==> src/rtl/mapper_pkg.sv <==
package mapper_pkg;
  localparam int BANK_W     = 8;
  localparam int CHR_REGS   = 6;
  localparam int SEL_W      = $clog2(CHR_REGS);
  localparam int RAM_AW     = 7;
  localparam int RAM_DEPTH  = 1 << RAM_AW;
  localparam logic [7:0]  RAM_KEY  = 8'hA3;
  localparam logic [11:0] REG_PAGE = 12'h7EF;
  localparam logic [7:0]  RAM_PAGE = 8'h7F;

  typedef enum logic [1:0] {
    SLOT_CHR,
    SLOT_MIRR,
    SLOT_KEY,
    SLOT_NONE
  } slot_e;

  function automatic slot_e slot_of(input logic [3:0] lo);
    if (lo < 4'(CHR_REGS))     return SLOT_CHR;
    else if (lo[3:1] == 3'd3)  return SLOT_MIRR;
    else if (lo[3:1] == 3'd4)  return SLOT_KEY;
    else                       return SLOT_NONE;
  endfunction
endpackage

==> src/rtl/mapper_regs.sv <==
module mapper_regs
  import mapper_pkg::*;
(
  input  logic                             clk_i,
  input  logic                             rst_ni,
  input  logic                             wr_stb_i,
  input  logic [15:0]                      addr_i,
  input  logic [7:0]                       data_i,
  input  logic                             alt_mode_i,
  output logic [CHR_REGS-1:0][BANK_W-1:0]  chr_regs_o,
  output logic                             mirr_o,
  output logic                             key_ok_o
);
  logic  hit;
  slot_e slot;

  assign hit  = wr_stb_i && (addr_i[15:4] == REG_PAGE);
  assign slot = slot_of(addr_i[3:0]);

  for (genvar g = 0; g < CHR_REGS; g++) begin : g_chr
    always_ff @(posedge clk_i or negedge rst_ni) begin
      if (!rst_ni)
        chr_regs_o[g] <= '0;
      else if (hit && slot == SLOT_CHR && addr_i[3:0] == 4'(g))
        chr_regs_o[g] <= data_i[BANK_W-1:0];
    end
  end

  always_ff @(posedge clk_i or negedge rst_ni) begin
    if (!rst_ni) begin
      mirr_o   <= 1'b0;
      key_ok_o <= 1'b0;
    end else if (hit) begin
      // alternate wiring leaves the mirroring output unconnected
      if (slot == SLOT_MIRR && !alt_mode_i) mirr_o <= data_i[0];
      if (slot == SLOT_KEY) key_ok_o <= (data_i == RAM_KEY);
    end
  end
endmodule

==> src/rtl/chr_addr_map.sv <==
module chr_addr_map
  import mapper_pkg::*;
(
  input  logic [CHR_REGS-1:0][BANK_W-1:0] chr_regs_i,
  input  logic                            mirr_i,
  input  logic                            alt_mode_i,
  input  logic [2:0]                      ppu_hi_i,
  output logic [BANK_W-1:0]               chr_bank_o,
  output logic                            ciram_a10_o
);
  logic [SEL_W-1:0]  sel;
  logic [BANK_W-1:0] reg_q;
  logic [BANK_W-1:0] bank;

  always_comb begin
    if (ppu_hi_i[2]) sel = SEL_W'(2 + ppu_hi_i[1:0]);
    else             sel = SEL_W'(ppu_hi_i[1]);
    reg_q = chr_regs_i[sel];
    bank  = reg_q;
    if (!ppu_hi_i[2]) bank[0] = ppu_hi_i[0];  // 2 KB window: A10 passes through
  end

  always_comb begin
    if (alt_mode_i) begin
      chr_bank_o  = {1'b0, bank[BANK_W-2:0]};
      ciram_a10_o = reg_q[BANK_W-1];
    end else begin
      chr_bank_o  = bank;
      ciram_a10_o = mirr_i ? ppu_hi_i[0] : ppu_hi_i[1];
    end
  end
endmodule

==> src/rtl/key_ram.sv <==
module key_ram
  import mapper_pkg::*;
(
  input  logic        clk_i,
  input  logic        wr_stb_i,
  input  logic        m2_i,
  input  logic        rw_i,
  input  logic        key_ok_i,
  input  logic [15:0] addr_i,
  input  logic [7:0]  data_i,
  output logic [7:0]  data_o,
  output logic        oe_o
);
  logic [7:0] mem [RAM_DEPTH];
  logic       win;

  assign win = key_ok_i && (addr_i[15:8] == RAM_PAGE);

  always_ff @(posedge clk_i) begin
    if (wr_stb_i && win) mem[addr_i[RAM_AW-1:0]] <= data_i;
  end

  assign oe_o   = win && rw_i && m2_i;
  assign data_o = oe_o ? mem[addr_i[RAM_AW-1:0]] : 8'h00;
endmodule

==> src/rtl/chr_nt_mapper.sv <==
module chr_nt_mapper
  import mapper_pkg::*;
(
  input  logic        clk_i,
  input  logic        rst_ni,
  input  logic        m2_i,
  input  logic        cpu_rw_i,
  input  logic [15:0] cpu_addr_i,
  input  logic [7:0]  cpu_data_i,
  output logic [7:0]  cpu_data_o,
  output logic        cpu_data_oe_o,
  input  logic        alt_mode_i,
  input  logic [2:0]  ppu_hi_i,
  output logic [7:0]  chr_bank_o,
  output logic        ciram_a10_o
);
  logic m2_q;
  logic wr_stb;
  logic [CHR_REGS-1:0][BANK_W-1:0] chr_regs;
  logic mirr;
  logic key_ok;

  always_ff @(posedge clk_i or negedge rst_ni) begin
    if (!rst_ni) m2_q <= 1'b0;
    else         m2_q <= m2_i;
  end

  assign wr_stb = m2_q && !m2_i && !cpu_rw_i;

  mapper_regs u_regs (
    .clk_i      (clk_i),
    .rst_ni     (rst_ni),
    .wr_stb_i   (wr_stb),
    .addr_i     (cpu_addr_i),
    .data_i     (cpu_data_i),
    .alt_mode_i (alt_mode_i),
    .chr_regs_o (chr_regs),
    .mirr_o     (mirr),
    .key_ok_o   (key_ok)
  );

  chr_addr_map u_map (
    .chr_regs_i  (chr_regs),
    .mirr_i      (mirr),
    .alt_mode_i  (alt_mode_i),
    .ppu_hi_i    (ppu_hi_i),
    .chr_bank_o  (chr_bank_o),
    .ciram_a10_o (ciram_a10_o)
  );

  key_ram u_ram (
    .clk_i    (clk_i),
    .wr_stb_i (wr_stb),
    .m2_i     (m2_i),
    .rw_i     (cpu_rw_i),
    .key_ok_i (key_ok),
    .addr_i   (cpu_addr_i),
    .data_i   (cpu_data_i),
    .data_o   (cpu_data_o),
    .oe_o     (cpu_data_oe_o)
  );
endmodule

==> config.mk <==
export PLATFORM = sky130hd
export DESIGN_NAME = chr_nt_mapper
export DESIGN_NICKNAME = d
export VERILOG_FILES = /design/src/rtl/mapper_pkg.sv /design/src/rtl/mapper_regs.sv /design/src/rtl/chr_addr_map.sv /design/src/rtl/key_ram.sv /design/src/rtl/chr_nt_mapper.sv
export SDC_FILE = /design/constraint.sdc
export NUM_CORES = 1
export LEC_CHECK = 0
export BUFFER_PORTS_ARGS = -buffer_cell sky130_fd_sc_hd__buf_4
export CAP_MARGIN = 10
export CORE_ASPECT_RATIO = 0.75
export CORE_UTILIZATION = 45
export CTS_BUF_LIST = sky130_fd_sc_hd__clkbuf_4 sky130_fd_sc_hd__clkbuf_8
export CTS_CLUSTER_SIZE = 14
export DETAILED_ROUTE_END_ITERATION = 8
export PLACE_DENSITY = 0.68
export SLEW_MARGIN = 40
export SYNTH_ARGS = -nofsm -noshare
export SYNTH_HDL_FRONTEND = slang
export SYNTH_SLANG_ARGS = --single-unit
==> constraint.sdc <==
create_clock -name clk_i -period 7.2 [get_ports clk_i]
set_clock_uncertainty 0.05 [all_clocks]
set_input_delay 1.44 -clock clk_i [delete_from_list [all_inputs] [get_ports clk_i]]
set_output_delay 1.44 -clock clk_i [all_outputs]
set_load 0.02 [all_outputs]
Word-level counts from Yosys, hierarchy flattened. Memories as Yosys holds them, arrays and structs flattened. Cells that the tools add are included.

Register bits after elaboration: 51. Memory bits (writable): 1024. Output and inout bits: 18. Word-level logic and storage cells: 60. Memories: 1.

Memory list: u_ram.mem (words 128, bits a word 8, read ports 1, clocked after Yosys merged registers in 0, write ports 1, RTL line key_ram.sv:14) `logic [7:0] mem [RAM_DEPTH];`.

Add/sub/neg operators: 1. $lt $le $gt $ge: 2. Equal/unequal tests: 12. Muxes and demuxes: 13. Reductions and logical operators: 22.

Operator list (number): 8-bit binary-select mux with 3-bit select (1); 8-bit 2-to-1 mux (3); 1-bit logical AND (15); 12-bit by 11-bit == test with 1-bit output, second input constant (1); 4-bit by 2-bit == test with 1-bit output, second input constant (2); 4-bit by 3-bit == test with 1-bit output, second input constant (2); 8-bit by 7-bit == test with 1-bit output, second input constant (1); 8-bit == test, second input constant (1); 1-bit 2-to-1 mux (6); 4-bit by 1-bit == test with 1-bit output, second input constant (1); 4-bit logical NOT (1); 3-bit by 4-bit < comparator with 1-bit output, second input constant (1); 4-bit by 3-bit < comparator with 1-bit output, second input constant (1); 2-bit 2-to-1 mux (2); 2-bit AND reduction (2); 2-bit by 2-bit adder with 3-bit output, first input constant (1); 3-bit by 2-bit == test with 1-bit output, second input constant (1); 3-bit == test, second input constant (1); 1-bit logical NOT (3); 3-bit 2-to-1 mux (1); 2-bit by 1-bit == test with 1-bit output, second input constant (1); 2-bit == test, second input constant (1); 2-bit logical NOT (1).

Logic depth before layout (Yosys ltp). Gate-level depths: netlist of run 1.

Word-level depth: 7. Mapped depth: 9.

Hierarchy. A second synthesis of run 1 with hierarchy kept.

Cells, all modules: 2644. Area, all modules: 43186.4 µm².

By module, submodules not included: key_ram (times used 1, cells an instance 2482, area each 40699.0 µm², seq. area each 30749.5 µm²); mapper_regs (times used 1, cells an instance 122, area each 1984.4 µm², seq. area each 1251.2 µm²); chr_addr_map (times used 1, cells an instance 38, area each 465.4 µm², seq. area each 0.0 µm²); chr_nt_mapper (times used 1, cells an instance 2, area each 37.5 µm², seq. area each 25.0 µm²).

Worst setup path before layout of run 1. OpenSTA, ideal clock, no wires.

Path kind: input to output. From: input port cpu_addr_i[1]. To: output port cpu_data_o[1]. Arrival time: 3.472 ns. Path slack: 2.238 ns. Cell stages on the path: 9. Path buffers: 4. Cells stage by stage: buf_2 buf_2 buf_2 clkbuf_1 mux4_2 a221oi_1 o21ai_0 a22oi_1 a21oi_1.

Cells in the longest elaborated chain, start to end: 2.

Ends and longest elaborated chain: from (decl) (RTL line chr_nt_mapper.sv:8) `input logic [15:0] cpu_addr_i,`; memory read 128 x 8 bit; 8-bit 2-to-1 mux (RTL line key_ram.sv:24) `assign data_o = oe_o ? mem[addr_i[RAM_AW-1:0]] : 8'h00;`; to (decl) (RTL line chr_nt_mapper.sv:10) `output logic [7:0] cpu_data_o,`.

Every way passes these cells.

Worst setup path in the final report of run 1.
From: input port cpu_addr_i[1]. To: output port cpu_data_o[5].

Same word-level chain as after synthesis.

==> load_flow_metrics.sql, run 1 <==
INSERT INTO impl_metrics (metric_group, metric, value, unit) VALUES
('cells_and_area', 'share_of_final_layout_standard_cells_stronger_than_drive_strength_1', '0.323', ''),
('cts', 'root_buffer', 'sky130_fd_sc_hd__clkbuf_8', ''),
('floorplan', 'die_w', '355', 'µm'),
('setup_path', 'max_stage_delay', '0.47', 'ns'),
('setup_path', 'setup.worst_path.end_class', 'primary output', ''),
('min_path', 'min-delay-path-class', 'reg -> reg', ''),
('placed_design', 'sum_of_net_half_perimeters_after_detailed_placement', '58400', 'µm'),
('floorplan', 'pin_count', '50', ''),
('setup_path', 'crit_chain', 'buf_8 -> buf_16 -> buf_16 -> buf_12 -> buf_4 -> mux4_2 -> a221oi_1 -> o21ai_0 -> a22oi_1 -> a31oi_1 -> buf_4', ''),
('sta', 'tightest_slew', '0.964', 'ns'),
('synth', 'share_of_flip_flops_with_an_asynchronous_set_or_reset_after_synthesis', '0.0457', ''),
('synth', 'sequential_area_share_after_synthesis', '0.761', ''),
('pwr', 'powerDensity', '259', 'nW/µm²'),
('pwr', 'leakage', '0.0150', 'µW'),
('sta', 'hold-worst-slack', '0.423', 'ns'),
('global_routing', 'antenna_found_initial', '2', ''),
('sta', 'fin_crit', '6.36', 'ns'),
('sta', 'timing.fmax', '0.157', 'GHz'),
('routing', 'antenna_violating_nets_post_route', '0', ''),
('setup_path', 'regToRegEndpoint', 'u_ram.mem[59][6]', ''),
('setup_path', 'rrSetupSlack', '3.93', 'ns'),
('routing', 'first_iter_violations', '2507', ''),
('synth', 'ys_seq_elements', '1073', ''),
('cts', 'worstSkewPairLatency', '0.81', 'ns'),
('setup_path', 'slowest_stage', 'sky130_fd_sc_hd__a22oi_1', ''),
('setup_path', 'cp_max_fo', '32', ''),
('floorplan', 'fp.dieArea', '94600', 'µm²'),
('synth', 'synth-edff-count', '1024', ''),
('routing', 'drt-pass1-iter-count', '8', ''),
('setup_path', 'crit_path_launch_type', 'primary input', ''),
('global_routing', 'gr-usage-all-layers', '0.210', ''),
('routing', 'detail_route.wirelength', '98000', 'µm'),
('cts', 'cts_repair_resize_count', '0', ''),
('setup_path', 'reg2regPathDepth', '6', ''),
('routing', 'drc', '0', ''),
('sta', 'finalSetupViolations', '0', ''),
('setup_path', 'critPathArrivalTime', '4.87', 'ns'),
('cts', 'clock_path_buffers', '3', ''),
('routing', 'route.vias.total', '20988', ''),
('sta', 'final-hold-violation-count', '0', ''),
('synth', 'synthFlopType', 'sky130_fd_sc_hd__edfxtp_1', ''),
('cts', 'ctsHtreeMaxLevel', '4', ''),
('setup_path', 'worst-setup-path-type', 'in -> out', ''),
('cts', 'tritoncts', 'done', ''),
('routing', 'wire_per_inst', '27.9', 'µm'),
('setup_path', 'regToRegStartpoint', 'm2_q', ''),
('setup_path', 'cp-startpoint', 'cpu_addr_i[1]', ''),
('routing', 'routed_via_density', '5.98', ''),
('setup_path', 'cp-endpoint', 'cpu_data_o[5]', ''),
('placed_design', 'dp_cells', '3219', ''),
('cts', 'cts_hold_buf', '0', ''),
('synth', 'postSynthAreaPerCell', '20.8', 'µm²'),
('synth', 'yosysWarnings', '0', ''),
('global_routing', 'grt_residual_overflow', '0', ''),
('pwr', 'worst_ir_drop_vdd', '163', 'µV'),
('sta', 'relSlewSlack', '0.350', ''),
('cells_and_area', 'finalNonFillerCells', '3507', ''),
('sta', 'finalSetupTns', '0', 'ns'),
('global_routing', 'grt_start_max_net_pins', '96', ''),
('status', 'run_status', 'completed', ''),
('cells_and_area', 'finalCoreUtilization', '0.513', ''),
('floorplan', 'number_of_placement_rows', '96', ''),
('floorplan', 'floorplan.initialDensity', '0.457', ''),
('sta', 'timing_max_transition_violations_final', '0', ''),
('synth', 'postSynthNetCount', '2050', ''),
('placed_design', 'finalWeightedCongestion', '0.860', ''),
('pwr', 'design_power_total', '12200', 'µW'),
('cts', 'tritoncts_num_sinks', '1073', ''),
('sta', 'rsz_0062_raised_after_global_routing', 'no', ''),
('cells_and_area', 'area_delta_synth_final', '12.3', '%'),
('synth', 'synthesis.area', '42000', 'µm²');
==> Yosys cell counts, drive strengths merged (4+ instances only) <==
master | count | share of area
edfxtp | 1024 | 0.73
mux4 | 250 | 0.13
nor2 | 142 | 0.013
mux2i | 88 | 0.021
nand2 | 78 | 0.0070
clkbuf | 59 | 0.0053
buf | 57 | 0.0066
mux2 | 57 | 0.015
dfrtp | 49 | 0.029
a221oi | 43 | 0.0090
o21ai | 42 | 0.0050
o2111ai | 18 | 0.0038
nor2b | 15 | 0.0022
a22oi | 9 | 0.0016
nand3 | 8 | 0.00095
a21oi | 6 | 0.00071
o211ai | 6 | 0.0011
nor4 | 5 | 0.00074
o22ai | 5 | 0.00074
nand2b | 4 | 0.00060
nand4 | 4 | 0.00060
o31ai | 4 | 0.00071
==> power by group <==
group / switching, µW / internal (µW)
registers: 0.0899 / 6830
clock network: 2330 / 2440
logic: 381 / 209
==> flip-flops by register name, indices dropped and copies added (netlist names) <==
signal,flops
u_ram.mem,1024
u_regs.chr_regs_o,46
m2_q,1
u_regs.key_ok_o,1
u_regs.mirr_o,1
==> metrics by stage <==
stage | instance area [µm²] | setup WS (ns)
finish | 47200 | 0.844
floorplan | 42000 | 2.24
CTS | 47000 | 0.897
global route | 47200 | 0.661
global placement | 43800 | 0.993
detailed placement | 44000 | 0.904
==> final cells by class <==
type,count,area (µm²)
Multi-Input combinational cell,825,9720
Tap cell,1225,1530
Timing Repair Buffer,92,880
Clock inverter,71,402
Antenna cell,1,2.50
Clock buffer,216,2640
Fill cell,7169,44800
Sequential cell,1073,32000
Inverter,4,15.0
==> kinds of logic (layout without fill, tap and decap cells) <==
group | count (synthesis) | in the layout | synth area share
compound gates | 146 | 146 | 0.0251
simple gates | 284 | 284 | 0.0312
other cells | 0 | 1 | 0
mux | 395 | 395 | 0.170
flops | 1073 | 1073 | 0.761
buf+inv | 120 | 383 | 0.0123
==> metal layers <==
metal	up-vias	global-route usage	wire length, µm
li1	8683	-	-
met1	11062	0.308	41300
met2	1110	0.303	43900
met3	131	0.0656	11000
met4	2	0.0581	1800
met5	-	0	8
==> worst min path at each step <==
| stage | startpoint | end | slack [ns] | cells after the start |
|---|---|---|---|---|
| global placement | u_regs.key_ok_o | u_regs.key_ok_o | 0.40 | 1 |
| detailed placement | u_regs.key_ok_o | u_regs.key_ok_o | 0.41 | 1 |
| floorplan | u_regs.key_ok_o | u_regs.key_ok_o | 0.39 | 1 |
| global route | u_regs.key_ok_o | u_regs.key_ok_o | 0.44 | 1 |
| CTS | u_regs.key_ok_o | u_regs.key_ok_o | 0.43 | 1 |
| finish | u_regs.key_ok_o | u_regs.key_ok_o | 0.42 | 1 |
==> placed cells by master (no fill, tap or decap), drive strengths merged, types with 2 or more instances in the layout <==
cell | Yosys | layout
edfxtp | 1024 | 1024
mux4 | 250 | 250
clkbuf | 59 | 217
nor2 | 142 | 142
buf | 57 | 91
mux2i | 88 | 88
nand2 | 78 | 78
clkinv | 1 | 59
mux2 | 57 | 57
dfrtp | 49 | 49
a221oi | 43 | 43
o21ai | 42 | 42
o2111ai | 18 | 18
nor2b | 15 | 15
inv | 3 | 13
a22oi | 9 | 9
nand3 | 8 | 8
a21oi | 6 | 6
o211ai | 6 | 6
o22ai | 5 | 5
nor4 | 5 | 5
nand4 | 4 | 4
nand2b | 4 | 4
o31ai | 4 | 4
nand3b | 3 | 3
a2111oi | 3 | 3
a211oi | 3 | 3
a31oi | 3 | 3
and3 | 3 | 3
or3b | 3 | 3
nor3b | 3 | 3
and2 | 2 | 2
and4b | 2 | 2
nor4bb | 2 | 2
or2 | 2 | 2
and3b | 2 | 2
a222oi | 2 | 2
clkinvlp | 0 | 2
nor3 | 2 | 2
==> critical path, delay by kind of cell <==
family,cells,cell delay [ns]
AO/OA/AOI/OAI,4,1.40
buffers and inverters,6,1.61
multiplexers,1,0.33
(Power assumes the default switching activity.)
==> run 2, diff against run 1 <==
CORE_UTILIZATION = 50   (was 45)
HOLD_SLACK_MARGIN = 0.1   (was not set)
MAX_ROUTING_LAYER = met4   (was not set)
PLACE_DENSITY = 0.74   (was 0.68)
==> run 2 against run 1 <==
Worst hold slack better by 0.0063 ns. First-iteration DRC count up 14%. Flip-flop and latch count unchanged. Critical endpoint is now cpu_data_o[6].
==> load_flow_metrics.sql, run 2 (same netlist as run 1, synthesis figures left out) <==
INSERT INTO impl_metrics (metric_group, metric, value, unit) VALUES
('pwr', 'combPwrFrac', '0.049', ''),
('setup_path', 'worst_path_most_repeated_cell', 'sky130_fd_sc_hd__buf_12', ''),
('setup_path', 'cp_max_fo', '60', ''),
('placed_design', 'placement.io_buffers', '49', ''),
('global_routing', 'grt_pass1_wl', '143000', 'µm'),
('pwr', 'p_seq_frac', '0.567', ''),
('setup_path', 'critPathArrivalTime', '4.60', 'ns'),
('sta', 'timing.fmax', '0.164', 'GHz'),
('cts', 'clk_pin_slew', '0.06', 'ns'),
('routing', 'routed_via_density', '6.27', ''),
('routing', 'drt-pass1-iter-count', '6', ''),
('pwr', 'switching_share', '0.220', ''),
('placed_design', 'finalWeightedCongestion', '0.920', ''),
('cts', 'ctsHtreeMaxLevel', '4', ''),
('setup_path', 'max_stage_delay', '0.52', 'ns'),
('setup_path', 'cpLargestDelayFamily', 'buffers and inverters', ''),
('global_routing', 'grt_residual_overflow', '0', ''),
('job', 'max_cap_violations', '0', ''),
('cts', 'tritoncts_num_sinks', '1073', ''),
('sta', 'hold-worst-slack', '0.429', 'ns'),
('routing', 'drc', '0', ''),
('pwr', 'leakage', '0.0149', 'µW'),
('placed_design', 'dpl_cell_area', '43800', 'µm²'),
('sta', 'finalSetupViolations', '0', ''),
('global_routing', 'grt_use_met1', '0.354', ''),
('sta', 'tightest_slew', '0.861', 'ns'),
('floorplan', 'fp.dieArea', '85200', 'µm²'),
('status', 'run_status', 'completed', ''),
('cells_and_area', 'n_fill_cell', '5958', ''),
('floorplan', 'die_w', '337', 'µm'),
('cts', 'clock_path_buffers', '3', ''),
('pwr', 'cell_internal_power_dissipation', '9400', 'µW'),
('cts', 'root_buffer', 'sky130_fd_sc_hd__clkbuf_8', ''),
('cts', 'post_cts.repair.setup_buffers', '0', ''),
('pwr', 'total_switching_power', '2650', 'µW'),
('cts', 'worstSkewPairLatency', '0.83', 'ns'),
('sta', 'rsz_0062_raised_after_global_routing', 'no', ''),
('floorplan', 'pin_count', '50', ''),
('cells_and_area', 'final_common_cell', 'sky130_fd_sc_hd__edfxtp_1', ''),
('global_routing', 'grtUsageMet2', '0.332', ''),
('placed_design', 'sum_of_net_half_perimeters_after_detailed_placement', '57900', 'µm'),
('sta', 'timing_max_transition_violations_final', '0', ''),
('setup_path', 'worst-setup-path-type', 'in -> out', ''),
('sta', 'fin_crit', '6.09', 'ns'),
('floorplan', 'floorplan.initialDensity', '0.508', ''),
('routing', 'detail_route.wirelength', '97200', 'µm'),
('pwr', 'worst_ir_drop_vdd', '198', 'µV'),
('global_routing', 'gr-usage-all-layers', '0.241', ''),
('setup_path', 'setup.worst_path.end_class', 'primary output', ''),
('global_routing', 'grtUsageMet3', '0.0629', ''),
('routing', 'wire_per_inst', '28.8', 'µm'),
('global_routing', 'antenna_found_initial', '1', ''),
('sta', 'finalSetupTns', '0', 'ns'),
('floorplan', 'floorplan.core_area', '82700', 'µm²'),
('cts', 'cts_buffers', '157', ''),
('setup_path', 'worst-path-buf-inv', '4', ''),
('cts', 'cts_repair_resize_count', '0', ''),
('cells_and_area', 'area_delta_synth_final', '11.3', '%'),
('pwr', 'powerDensity', '258', 'nW/µm²'),
('floorplan', 'number_of_placement_rows', '91', ''),
('global_routing', 'top_usage_layer', 'met1', ''),
('cells_and_area', 'largest_register_ffs', '1024', ''),
('setup_path', 'crit_chain', 'buf_8 -> buf_12 -> buf_12 -> mux4_2 -> mux2i_1 -> o2111ai_1 -> a222oi_1 -> a21oi_1 -> buf_4', ''),
('cts', 'tritoncts', 'done', ''),
('sta', 'layout_worst_path_cycle_share', '0.846', ''),
('floorplan', 'die_h', '253', 'µm'),
('pwr', 'power.share.clock', '0.384', ''),
('global_routing', 'grt_start_max_net_pins', '101', ''),
('setup_path', 'slowest_stage', 'sky130_fd_sc_hd__mux4_2', ''),
('sta', 'relSlewSlack', '0.424', ''),
('cells_and_area', 'final_cell_area', '46800', 'µm²'),
('cells_and_area', 'share_of_final_layout_standard_cells_stronger_than_drive_strength_1', '0.307', ''),
('cts', 'cts_hold_buf', '0', ''),
('routing', 'antenna_violating_nets_post_route', '0', ''),
('routing', 'first_iter_violations', '2856', ''),
('routing', 'route.vias.total', '21171', ''),
('setup_path', 'critPathRequiredTime', '5.71', 'ns'),
('min_path', 'min-delay-path-class', 'reg -> reg', ''),
('setup_path', 'crit_path_launch_type', 'primary input', ''),
('sta', 'final-hold-violation-count', '0', ''),
('cells_and_area', 'mostFrequentLayoutCells', '1024 x sky130_fd_sc_hd__edfxtp_1, 250 x sky130_fd_sc_hd__mux4_2, 162 x sky130_fd_sc_hd__clkbuf_8', ''),
('cells_and_area', 'layout.nets', '2184', ''),
('global_routing', 'grt_pass1_vias', '20981', '');
-- run 2: changes by cell type in the layout (fill, tap and decap cells not counted), moves of 7 or more --
cell	delta
sky130_fd_sc_hd__nor2_1	+33
sky130_fd_sc_hd__clkinv_1	-11
sky130_fd_sc_hd__nor2_2	-33
sky130_fd_sc_hd__clkbuf_4	-7
-- run 2: stage by stage --
stage                     utilization  setup slack (ns)  instances  power, µW
after floorplan                     -              2.24       2018       7280
after global placement          0.528              1.22       3108       7530
after detailed placement        0.530              1.13       3109       7550
after CTS                       0.564              1.12       3373      12100
after global routing            0.566             0.933       3374      12400
final                           0.566              1.11       3377      12100
-- run 2: layout make-up --
type                       count  area, µm²  share of cell area
clock buffer                 208       2570              0.0551
timing repair buffer          91        823              0.0176
clock inverter                56        313             0.00669
sequential                  1073      32000               0.684
multi-input combinational    825       9660               0.207
antenna                        4       10.0            0.000214
tap                         1116       1400              0.0299
inverter                       4       15.0            0.000321
-- run 2: power groups by stage --
stage | clock (µW) | combinational [µW] | sequential, µW
2_1_floorplan | 0 | 313 | 6970
3_3_place_gp | 0 | 567 | 6960
3_5_place_dp | 0 | 583 | 6960
4_1_cts | 4690 | 583 | 6830
5_1_grt | 4940 | 620 | 6830
6_report | 4630 | 587 | 6830
-- run 2: final timing paths --
path | startpoint | end | slack [ns] | cells after the start
max reg2reg | m2_q | u_ram.mem[106][3] | 3.97 | 6
min in group asynchronous | rst_ni | u_regs.chr_regs_o[25] | 0.58 | 1
max | cpu_addr_i[1] | cpu_data_o[6] | 1.11 | 9
min | u_regs.key_ok_o | u_regs.key_ok_o | 0.43 | 1
max in group asynchronous | rst_ni | u_regs.chr_regs_o[20] | 6.09 | 1
min reg2reg | u_regs.key_ok_o | u_regs.key_ok_o | 0.43 | 1
-- run 2: per-layer routing --
layer  routed length [µm]  share of wire
met5                    0              0
met4                 2080          0.021
met1                40500           0.42
met2                43200           0.44
met3                11400           0.12
